$ cat src/rtl/dmas_pkg.sv
`timescale 1ns/1ps
package dmas_pkg;
  typedef enum logic {ST_IDLE, ST_BUSY} st_e;

  typedef struct packed {
    logic irq_en;
    logic dec;
    logic word;
    logic dir;
    logic blk;
    logic en;
  } ctl_t;

  localparam int CTL_W = 6;

  localparam logic [2:0] SEL_MEM  = 3'd0;
  localparam logic [2:0] SEL_IO   = 3'd1;
  localparam logic [2:0] SEL_CNT  = 3'd2;
  localparam logic [2:0] SEL_BSZ  = 3'd3;
  localparam logic [2:0] SEL_CTL  = 3'd4;
  localparam logic [2:0] SEL_ICLR = 3'd5;
endpackage

$ cat src/rtl/dmas_regs.sv
`timescale 1ns/1ps
module dmas_regs
  import dmas_pkg::*;
#(
  parameter int IOW = 16,
  parameter int BW  = 8
) (
  input  logic           clk,
  input  logic           rst,
  input  logic           wr_en,
  input  logic [2:0]     wr_sel,
  input  logic [IOW-1:0] wr_data,
  input  logic           finish,
  output ctl_t           ctl,
  output logic [IOW-1:0] io_addr,
  output logic [BW-1:0]  blk_size,
  output logic           irq_flag
);
  always_ff @(posedge clk) begin
    if (rst) begin
      ctl      <= '0;
      io_addr  <= '0;
      blk_size <= '0;
      irq_flag <= 1'b0;
    end else begin
      if (wr_en) begin
        case (wr_sel)
          SEL_IO:   io_addr  <= wr_data;
          SEL_BSZ:  blk_size <= wr_data[BW-1:0];
          SEL_CTL:  ctl      <= ctl_t'(wr_data[CTL_W-1:0]);
          SEL_ICLR: irq_flag <= 1'b0;
          default: ;
        endcase
      end
      if (finish) begin
        ctl.en   <= 1'b0;
        irq_flag <= 1'b1;
      end
    end
  end
endmodule

$ cat src/rtl/dmas_mar.sv
`timescale 1ns/1ps
module dmas_mar #(
  parameter int AW = 24
) (
  input  logic          clk,
  input  logic          rst,
  input  logic          ld,
  input  logic [AW-1:0] ld_val,
  input  logic          save,
  input  logic          step,
  input  logic          restore,
  input  logic          word,
  input  logic          dec,
  output logic [AW-1:0] addr
);
  logic [AW-1:0] start_q;
  logic [AW-1:0] amt;
  logic [AW-1:0] stepped;

  assign amt     = word ? AW'(2) : AW'(1);
  assign stepped = dec ? (addr - amt) : (addr + amt);

  always_ff @(posedge clk) begin
    if (rst) begin
      addr    <= '0;
      start_q <= '0;
    end else begin
      if (save) start_q <= addr;
      if (ld)           addr <= ld_val;
      else if (restore) addr <= start_q;
      else if (step)    addr <= stepped;
    end
  end
endmodule

$ cat src/rtl/dmas_count.sv
`timescale 1ns/1ps
module dmas_count #(
  parameter int CW = 16,
  parameter int BW = 8
) (
  input  logic          clk,
  input  logic          rst,
  input  logic          ld_cnt,
  input  logic [CW-1:0] cnt_val,
  input  logic [BW-1:0] bsz,
  input  logic          blk_mode,
  input  logic          blk_load,
  input  logic          tick,
  output logic          unit_last,
  output logic          all_last
);
  logic [CW-1:0] cnt_q;
  logic [BW-1:0] blk_q;

  assign unit_last = blk_mode ? (blk_q == BW'(1)) : 1'b1;
  assign all_last  = (cnt_q == CW'(1));

  always_ff @(posedge clk) begin
    if (rst) begin
      cnt_q <= '0;
      blk_q <= '0;
    end else begin
      if (ld_cnt)                cnt_q <= cnt_val;
      else if (tick && unit_last) cnt_q <= cnt_q - CW'(1);

      if (blk_load)  blk_q <= bsz;
      else if (tick) blk_q <= unit_last ? bsz : (blk_q - BW'(1));
    end
  end
endmodule

$ cat src/rtl/dma_seq_chan.sv
`timescale 1ns/1ps
module dma_seq_chan
  import dmas_pkg::*;
#(
  parameter int AW = 24,
  parameter int IOW = 16,
  parameter int CW = 16,
  parameter int BW = 8,
  parameter logic [AW-IOW-1:0] IO_PAGE = '1
) (
  input  logic          clk,
  input  logic          rst,
  input  logic          req,
  input  logic          bus_done,
  input  logic          wr_en,
  input  logic [2:0]    wr_sel,
  input  logic [AW-1:0] wr_data,
  output logic [AW-1:0] src_addr,
  output logic [AW-1:0] dst_addr,
  output logic          xfer_req,
  output logic          xfer_word,
  output logic          irq
);
  localparam int PW = AW - IOW;

  st_e            state;
  ctl_t           ctl;
  logic [IOW-1:0] io_addr;
  logic [BW-1:0]  blk_size;
  logic           irq_flag;
  logic [AW-1:0]  mem_addr;
  logic [AW-1:0]  io_full;
  logic           unit_last, all_last;
  logic           start, done, blk_end, finish;

  assign start   = (state == ST_IDLE) && ctl.en && req;
  assign done    = (state == ST_BUSY) && bus_done;
  assign blk_end = done && unit_last;
  assign finish  = blk_end && all_last;

  dmas_regs #(.IOW(IOW), .BW(BW)) u_regs (
    .clk(clk), .rst(rst), .wr_en(wr_en), .wr_sel(wr_sel),
    .wr_data(wr_data[IOW-1:0]), .finish(finish),
    .ctl(ctl), .io_addr(io_addr), .blk_size(blk_size), .irq_flag(irq_flag)
  );

  dmas_mar #(.AW(AW)) u_mar (
    .clk(clk), .rst(rst),
    .ld(wr_en && (wr_sel == SEL_MEM)), .ld_val(wr_data),
    .save(start), .step(done), .restore(blk_end && ctl.blk),
    .word(ctl.word), .dec(ctl.dec), .addr(mem_addr)
  );

  dmas_count #(.CW(CW), .BW(BW)) u_cnt (
    .clk(clk), .rst(rst),
    .ld_cnt(wr_en && (wr_sel == SEL_CNT)), .cnt_val(wr_data[CW-1:0]),
    .bsz(blk_size), .blk_mode(ctl.blk), .blk_load(start), .tick(done),
    .unit_last(unit_last), .all_last(all_last)
  );

  always_ff @(posedge clk) begin
    if (rst) begin
      state    <= ST_IDLE;
      xfer_req <= 1'b0;
    end else if (start) begin
      state    <= ST_BUSY;
      xfer_req <= 1'b1;
    end else if (blk_end) begin
      state    <= ST_IDLE;
      xfer_req <= 1'b0;
    end
  end

  assign io_full   = {IO_PAGE, io_addr};
  assign src_addr  = ctl.dir ? io_full : mem_addr;
  assign dst_addr  = ctl.dir ? mem_addr : io_full;
  assign xfer_word = ctl.word;
  assign irq       = irq_flag && ctl.irq_en;

  generate
    if (PW < 1) begin : g_bad_width
      initial $error("address width must exceed I/O width");
    end
  endgenerate
endmodule

$ cat config.mk
export PLATFORM = sky130hd
export DESIGN_NAME = dma_seq_chan
export DESIGN_NICKNAME = d
export VERILOG_FILES = /design/src/rtl/dmas_pkg.sv /design/src/rtl/dmas_regs.sv /design/src/rtl/dmas_mar.sv /design/src/rtl/dmas_count.sv /design/src/rtl/dma_seq_chan.sv
export SDC_FILE = /design/constraint.sdc
export NUM_CORES = 1
export LEC_CHECK = 0
export BUFFER_PORTS_ARGS = -buffer_cell sky130_fd_sc_hd__buf_2
export CAP_MARGIN = 30
export CORE_ASPECT_RATIO = 0.9
export CORE_UTILIZATION = 54
export DETAILED_ROUTE_END_ITERATION = 10
export GPL_TIMING_DRIVEN = 0
export PLACE_DENSITY_LB_ADDON = 0.1
export SETUP_SLACK_MARGIN = 0.1
export SYNTH_ARGS = -nofsm -noshare
export SYNTH_HDL_FRONTEND = slang
export SYNTH_SLANG_ARGS = --single-unit
export TNS_END_PERCENT = 50
$ cat constraint.sdc
create_clock -name clk -period 5.85 [get_ports clk]
set_clock_uncertainty 0.15 [all_clocks]
set_input_delay 0.2925 -clock clk [delete_from_list [all_inputs] [get_ports clk]]
set_output_delay 0.2925 -clock clk [all_outputs]
set_load 0.01 [all_outputs]
Word level (Yosys, flattened, before mapping)
Index checks and enable logic that the tools add are counted.

Add/subtract/negate cells: 4. Divide/modulo/power cells: 0. $lt $le $gt $ge: 0. Shift-type cells: 0. Equal/unequal tests: 7. Multiply operators: 0. Mux-type cells: 18. Reductions and logical operators: 21. Bitwise logic cells: 1.

Operators by type and width (number): 2-to-1 mux 24 bit (6); 2-to-1 mux 16 bit (2); adder 24 bit (1); 2-to-1 mux 8 bit (3); subtractor 24 bit (1); equality test 16 x 1 -> 1 bit (second input constant) (1); subtractor 16 x 1 -> 16 bit (second input constant) (1); nonzero test 2 bit (5); logical AND 1 bit (9); equality test 8 x 1 -> 1 bit (second input constant) (1); AND reduction 2 bit (4); subtractor 8 x 1 -> 8 bit (second input constant) (1); equality test 3 x 2 -> 1 bit (second input constant) (2); equality test 3 bit (second input constant) (2); 2-to-1 mux 1 bit (6); equality test 3 x 1 -> 1 bit (second input constant) (1); logical NOT 3 bit (1); nonzero test 3 bit (1); 2-to-1 mux 2 bit (1); OR reduction 2 bit (1); NOT 1 bit (1).

Bits in read-only memories: 0. Output and inout bits: 51. RAM bits: 0. Bits in latches: 0. Bits in registers: 104. Memories: 0. Bits of input ports: 32. Word-level logic and storage cells: 65.

Logic depth before layout (Yosys ltp)
Word-level depth: 6. Mapped depth: 12. Gate-level depth less buffers: 12.

Cells and area by module
From an unflattened synthesis, not the netlist that was laid out.

Cell total of the unflattened synthesis: 831. Area total of the unflattened synthesis: 6947.9 sq um.

Modules (own cells, without submodules): dmas_mar (area an instance 3398.3 sq um, sequential area each 960.9 sq um, instances 1, cells an instance 437); dmas_count (area an instance 1592.8 sq um, sequential area each 480.5 sq um, instances 1, cells an instance 203); dmas_regs (area an instance 1356.3 sq um, sequential area each 620.6 sq um, instances 1, cells an instance 126); dma_seq_chan (area an instance 600.6 sq um, sequential area each 20.0 sq um, instances 1, cells an instance 65).

Least setup slack after synthesis
OpenSTA, ideal clock, no wires.

Path kind: reg-to-reg. Start: reg, netlist name u_regs.ctl[4]. End: reg u_mar.addr[23]. Buffers on the path: 0. Required time: 5.580 ns. Arrival time: 2.914 ns. Cell stages (with the launch flop): 11. Library setup time: 0.120 ns. Period minus slack after synthesis: 3.185 ns. Setup slack: 2.665 ns. Cells stage by stage: dfxtp_1 nor2b_1 ha_1 nand2b_1 a211oi_1 o311a_1 o21ai_0 a211oi_1 or4_1 a211oi_1 nor2_1.

Word-level cells in the longest chain between the ends: 4.

Ends and longest elaborated chain: 2-to-1 mux 24 bit (line dmas_mar.sv:21) `assign stepped = dec ? (addr - amt) : (addr + amt);`; 2-to-1 mux 24 bit (line dmas_mar.sv:31) `else if (step) addr <= stepped;`; 2-to-1 mux 24 bit (line dmas_mar.sv:30) `else if (restore) addr <= start_q;`; 2-to-1 mux 24 bit (line dmas_mar.sv:29) `if (ld) addr <= ld_val;`; end signal, assigned (line dmas_mar.sv:29); end signal, assigned (line dmas_mar.sv:30); end signal, assigned (line dmas_mar.sv:31); end, declared (line dmas_mar.sv:14) `output logic [AW-1:0] addr`.

Every way passes these cells. The select of a mux whose other input is x is not followed. A chain may end at the register's enable or synchronous reset.

Worst setup path after layout
Start: reg, netlist name u_regs.ctl[4]. End: reg u_mar.addr[17].

Word-level cells in the longest chain between the ends: 4.

Ends and longest elaborated chain (line): 2-to-1 mux 24 bit (dmas_mar.sv:21); 2-to-1 mux 24 bit (dmas_mar.sv:31); 2-to-1 mux 24 bit (dmas_mar.sv:30); 2-to-1 mux 24 bit (dmas_mar.sv:29).

Every way passes these cells. The select of a mux whose other input is x is not followed.

==> results.txt <==
----------------------------------------------------
[STA]
  Ratio of final minimum period to clock period ... 60.14%
  Final slew viol count ... 0
  Fin crit period ... 3.518 ns
  Final Hold Fails ... 0
  Setup_tns ... 0 ns
  Worst slew pin tran ... 0.8902 ns
  Highest clock frequency the design can meet ... 0.2843 GHz
  RSZ-0062 raised after global routing ... false
  Minimum hold slack ... 0.05067 ns
  Worst slew margin relative to its limit ... 40.20%
  Number of failing setup endpoints in the final timing report ... 0

[Worst setup path]
  Type of the worst setup path ... flop to flop
  Max FO, Critical Path ... 23
  Data arrival time at the worst-slack endpoint ... 3.59 ns
  Worst Path Required ... 5.93 ns
  Startpoint types ... flop
  Endpoint type of the worst setup path ... flop

[Clocking]
  Clock latency reported for the late side of the worst-skew pair ... 0.35 ns
  Hold buffers post-CTS ... 0
  CTS Sinks ... 104
  Clock buffers created by TritonCTS ... 9
  Clock root buffer ... sky130_fd_sc_hd__clkbuf_16
  Clock transition time at the flip-flop clock pins of the worst setup and hold paths ... 0.07 ns
  Maximum clock path buffer count ... 2
  Post-cts sizing count ... 0
  Post-CTS setup repair buffer count ... 0
  CTS tree ... done
  H-tree levels ... 3

[Floorplanning]
  Placement Rows ... 36
  Core footprint ... 11080 um2
  Die area ... 12070 um2
  Die boundary height ... 104.3 um
  Die W ... 115.7 um
  Initial core utilization ... 56.72%
  I/O pin count ... 83

[Logic synthesis]
  XOR/XNOR share of the synthesized area ... 4.738%
  Simple-gate area share of the yosys netlist ... 24.15%
  Mux cell area share after synthesis ... 7.008%
  Register area share after synthesis ... 33.13%
  Number of flops mapped to enable cells by yosys ... 0
  Async S/R FF share, synth ... 0%
  Number of standard cells after synthesis ... 823
  Arithmetic-cell share of the synthesized area counting full adders, half adders and majority gates ... 5.694%
  Syn_nets ... 883
  Netlist cell types ... 54
  Yosys warning count ... 0
  Ys flop type ... sky130_fd_sc_hd__dfxtp_1
  Main combinational cell family by area after synthesis ... simple AND/OR/NAND/NOR gates
  Cell Area, Synth ... 6285 um2
  Number of synthesized register bits ... 104
  Mapped Avg Cell Area ... 7.636 um2
  Synthesized-area fraction occupied by ao, oa, aoi and oai cells ... 21.52%

[Route]
  First DRT Iteration DRCs ... 625
  DR pass1 iterations ... 7
  Count of antenna-violating nets left after detailed routing ... 0
  Via count ... 6620
  Wire length per cell ... 19.10 um
  Mean number of vias per cell ... 6.175
  DRC violations left ... 0
  Post-Route WL ... 20480 um

[GRT]
  Overall fraction of global-route tracks in use ... 34.06%
  Global-route wire length before repair ... 31850 um
  Total global routing overflow ... 0
  Via count of the first global-routing pass ... 6128
  Number of antenna violations at the first check in global routing ... 0
  Maximum number of pins on one net before global-route repair ... 25

[Status]
  Status ... finished, final reports clean

[Power]
  Total chip power ... 0.001588 W
  Share of total power in sequential cells ... 46.6%
  Switching Fraction ... 23.96%
  Worst vdd rail ir drop ... 163.4 uV
  Combinational Power Share ... 9.9%
  Fraction of power consumed by the clock network ... 43.6%
  Total power density per cell area ... 219.1 nW/um2
  P_sw ... 0.0003804 W
  Internal cell power ... 0.001207 W
  Leakage power of the design ... 2.903 nW

[Cells and area]
  Post-route cell area ... 7247 um2
  Commonest cells after routing, fill and taps aside ... sky130_fd_sc_hd__nand2_1, sky130_fd_sc_hd__dfxtp_1, sky130_fd_sc_hd__a21oi_1, sky130_fd_sc_hd__buf_2, sky130_fd_sc_hd__nor2_1
  Most common cell after layout, fill and taps aside ... sky130_fd_sc_hd__nand2_1
  Number of antenna repair diodes ... 0
  Proportion of layout cells with a drive suffix above 1 ... 15.33%
  Area overhead of the layout relative to synthesis ... 15.31%
  Count of nets after finishing ... 976

[Placement]
  Final Wtd Congestion ... 0.9133
  Total half-perimeter wirelength after legalization and detailed placement ... 15170 um
  Port buffer count ... 80
  Placed Instance Area ... 6883 um2

[Worst hold path]
  Hold WC Path Type ... input pin to flop

[Run]
  Number of max-cap violations ... 0

----------------------------------------------------
## cells in the mapped netlist (8+ instances only)
cell / count / share of area [%]
sky130_fd_sc_hd__a211oi_1: 22 / 2.6
sky130_fd_sc_hd__or2_2: 8 / 0.80
sky130_fd_sc_hd__a21oi_1: 94 / 7.5
sky130_fd_sc_hd__ha_1: 27 / 5.4
sky130_fd_sc_hd__o21ai_0: 36 / 2.9
sky130_fd_sc_hd__inv_1: 17 / 1.0
sky130_fd_sc_hd__xnor2_1: 17 / 2.4
sky130_fd_sc_hd__o211ai_1: 19 / 2.3
sky130_fd_sc_hd__a31oi_1: 8 / 0.80
sky130_fd_sc_hd__clkbuf_1: 39 / 2.3
sky130_fd_sc_hd__nor3_1: 23 / 1.8
sky130_fd_sc_hd__dfxtp_1: 104 / 33
sky130_fd_sc_hd__a21o_1: 10 / 1.2
sky130_fd_sc_hd__mux2i_1: 8 / 1.3
sky130_fd_sc_hd__nor2_1: 64 / 3.8
sky130_fd_sc_hd__nand2b_1: 15 / 1.5
sky130_fd_sc_hd__mux2_2: 32 / 5.7
sky130_fd_sc_hd__xor2_1: 17 / 2.4
sky130_fd_sc_hd__nand2_1: 167 / 10
sky130_fd_sc_hd__nand3_1: 17 / 1.4
## final cells by class
| cell class | instances | area, um2 |
|---|---|---|
| inverters | 17 | 63.81 |
| repair buffers | 82 | 435.4 |
| clock buffers | 12 | 246.5 |
| well taps | 152 | 190.2 |
| clock inverters | 3 | 90.09 |
| plain buffers | 46 | 172.7 |
| fillers | 1000 | 3834 |
| multi-input cells | 656 | 3966 |
| flip-flops and latches | 104 | 2082 |
## final timing paths
check	endpoint	cells after the start	start	slack [ns]
max	u_mar.addr[17]	11	u_regs.ctl[4]	2.33
min	u_mar.addr[19]	3	wr_data[19]	0.05
max reg2reg	u_mar.addr[17]	11	u_regs.ctl[4]	2.33
min reg2reg	u_mar.start_q[19]	2	u_mar.start_q[19]	0.31
## cell families (layout without fill, tap and decap cells)
| family | Yosys count | count (layout) |
|---|---|---|
| AO/OA/AOI/OAI | 219 | 219 |
| XOR/XNOR | 34 | 34 |
| adder cells (fa/ha/maj) | 28 | 28 |
| buffers and inverters | 63 | 160 |
| flip-flops | 104 | 104 |
| multiplexers | 40 | 40 |
| AND/OR/NAND/NOR | 335 | 335 |
## layer usage
metal / GRT usage [%] / share of wire (%) / routed length, um
met5: 0 / 0 / 0
met4: 10.71 / 2.1 / 440
met3: 7.809 / 10 / 2041
met2: 53.38 / 45 / 9311
met1: 46.03 / 42 / 8686
## power groups by stage
stage                     combinational [W]  sequential (W)  clock [W]
after floorplan                   0.0000930        0.000749          0
after global placement             0.000146        0.000755          0
after detailed placement           0.000149        0.000755          0
after CTS                          0.000151        0.000739   0.000693
after global routing               0.000167        0.000740   0.000724
final                              0.000156        0.000739   0.000692
## flip-flops by register name, indices dropped and copies added, names as in the netlist
name and count:
u_cnt.cnt_q 16, u_regs.blk_size 8, u_regs.irq_flag 1, u_regs.io_addr 16
state 1, u_mar.start_q 24, u_mar.addr 24, u_cnt.blk_q 8
u_regs.ctl 6
## worst max-delay path: stages, from the launching register on
cell and delay [ns]:
sky130_fd_sc_hd__dfxtp_1 0.42, sky130_fd_sc_hd__buf_16 0.20, sky130_fd_sc_hd__nor2b_1 0.24, sky130_fd_sc_hd__ha_1 0.27, sky130_fd_sc_hd__nand2b_1 0.11, sky130_fd_sc_hd__a211oi_1 0.10
sky130_fd_sc_hd__o311a_1 0.42, sky130_fd_sc_hd__o21ai_0 0.46, sky130_fd_sc_hd__o21bai_1 0.16, sky130_fd_sc_hd__xnor2_1 0.30, sky130_fd_sc_hd__mux2i_1 0.14, sky130_fd_sc_hd__a2111oi_0 0.41
## metrics by stage
stage	setup WS [ns]	instances	util, %
finish	2.332	1072	65.40
global route	2.143	1072	65.40
CTS	1.983	1071	65.15
detailed placement	2.012	1056	62.12
global placement	2.113	1055	62.05
floorplan	2.665	823	-
Note: power is estimated with default switching activity, not from simulation.
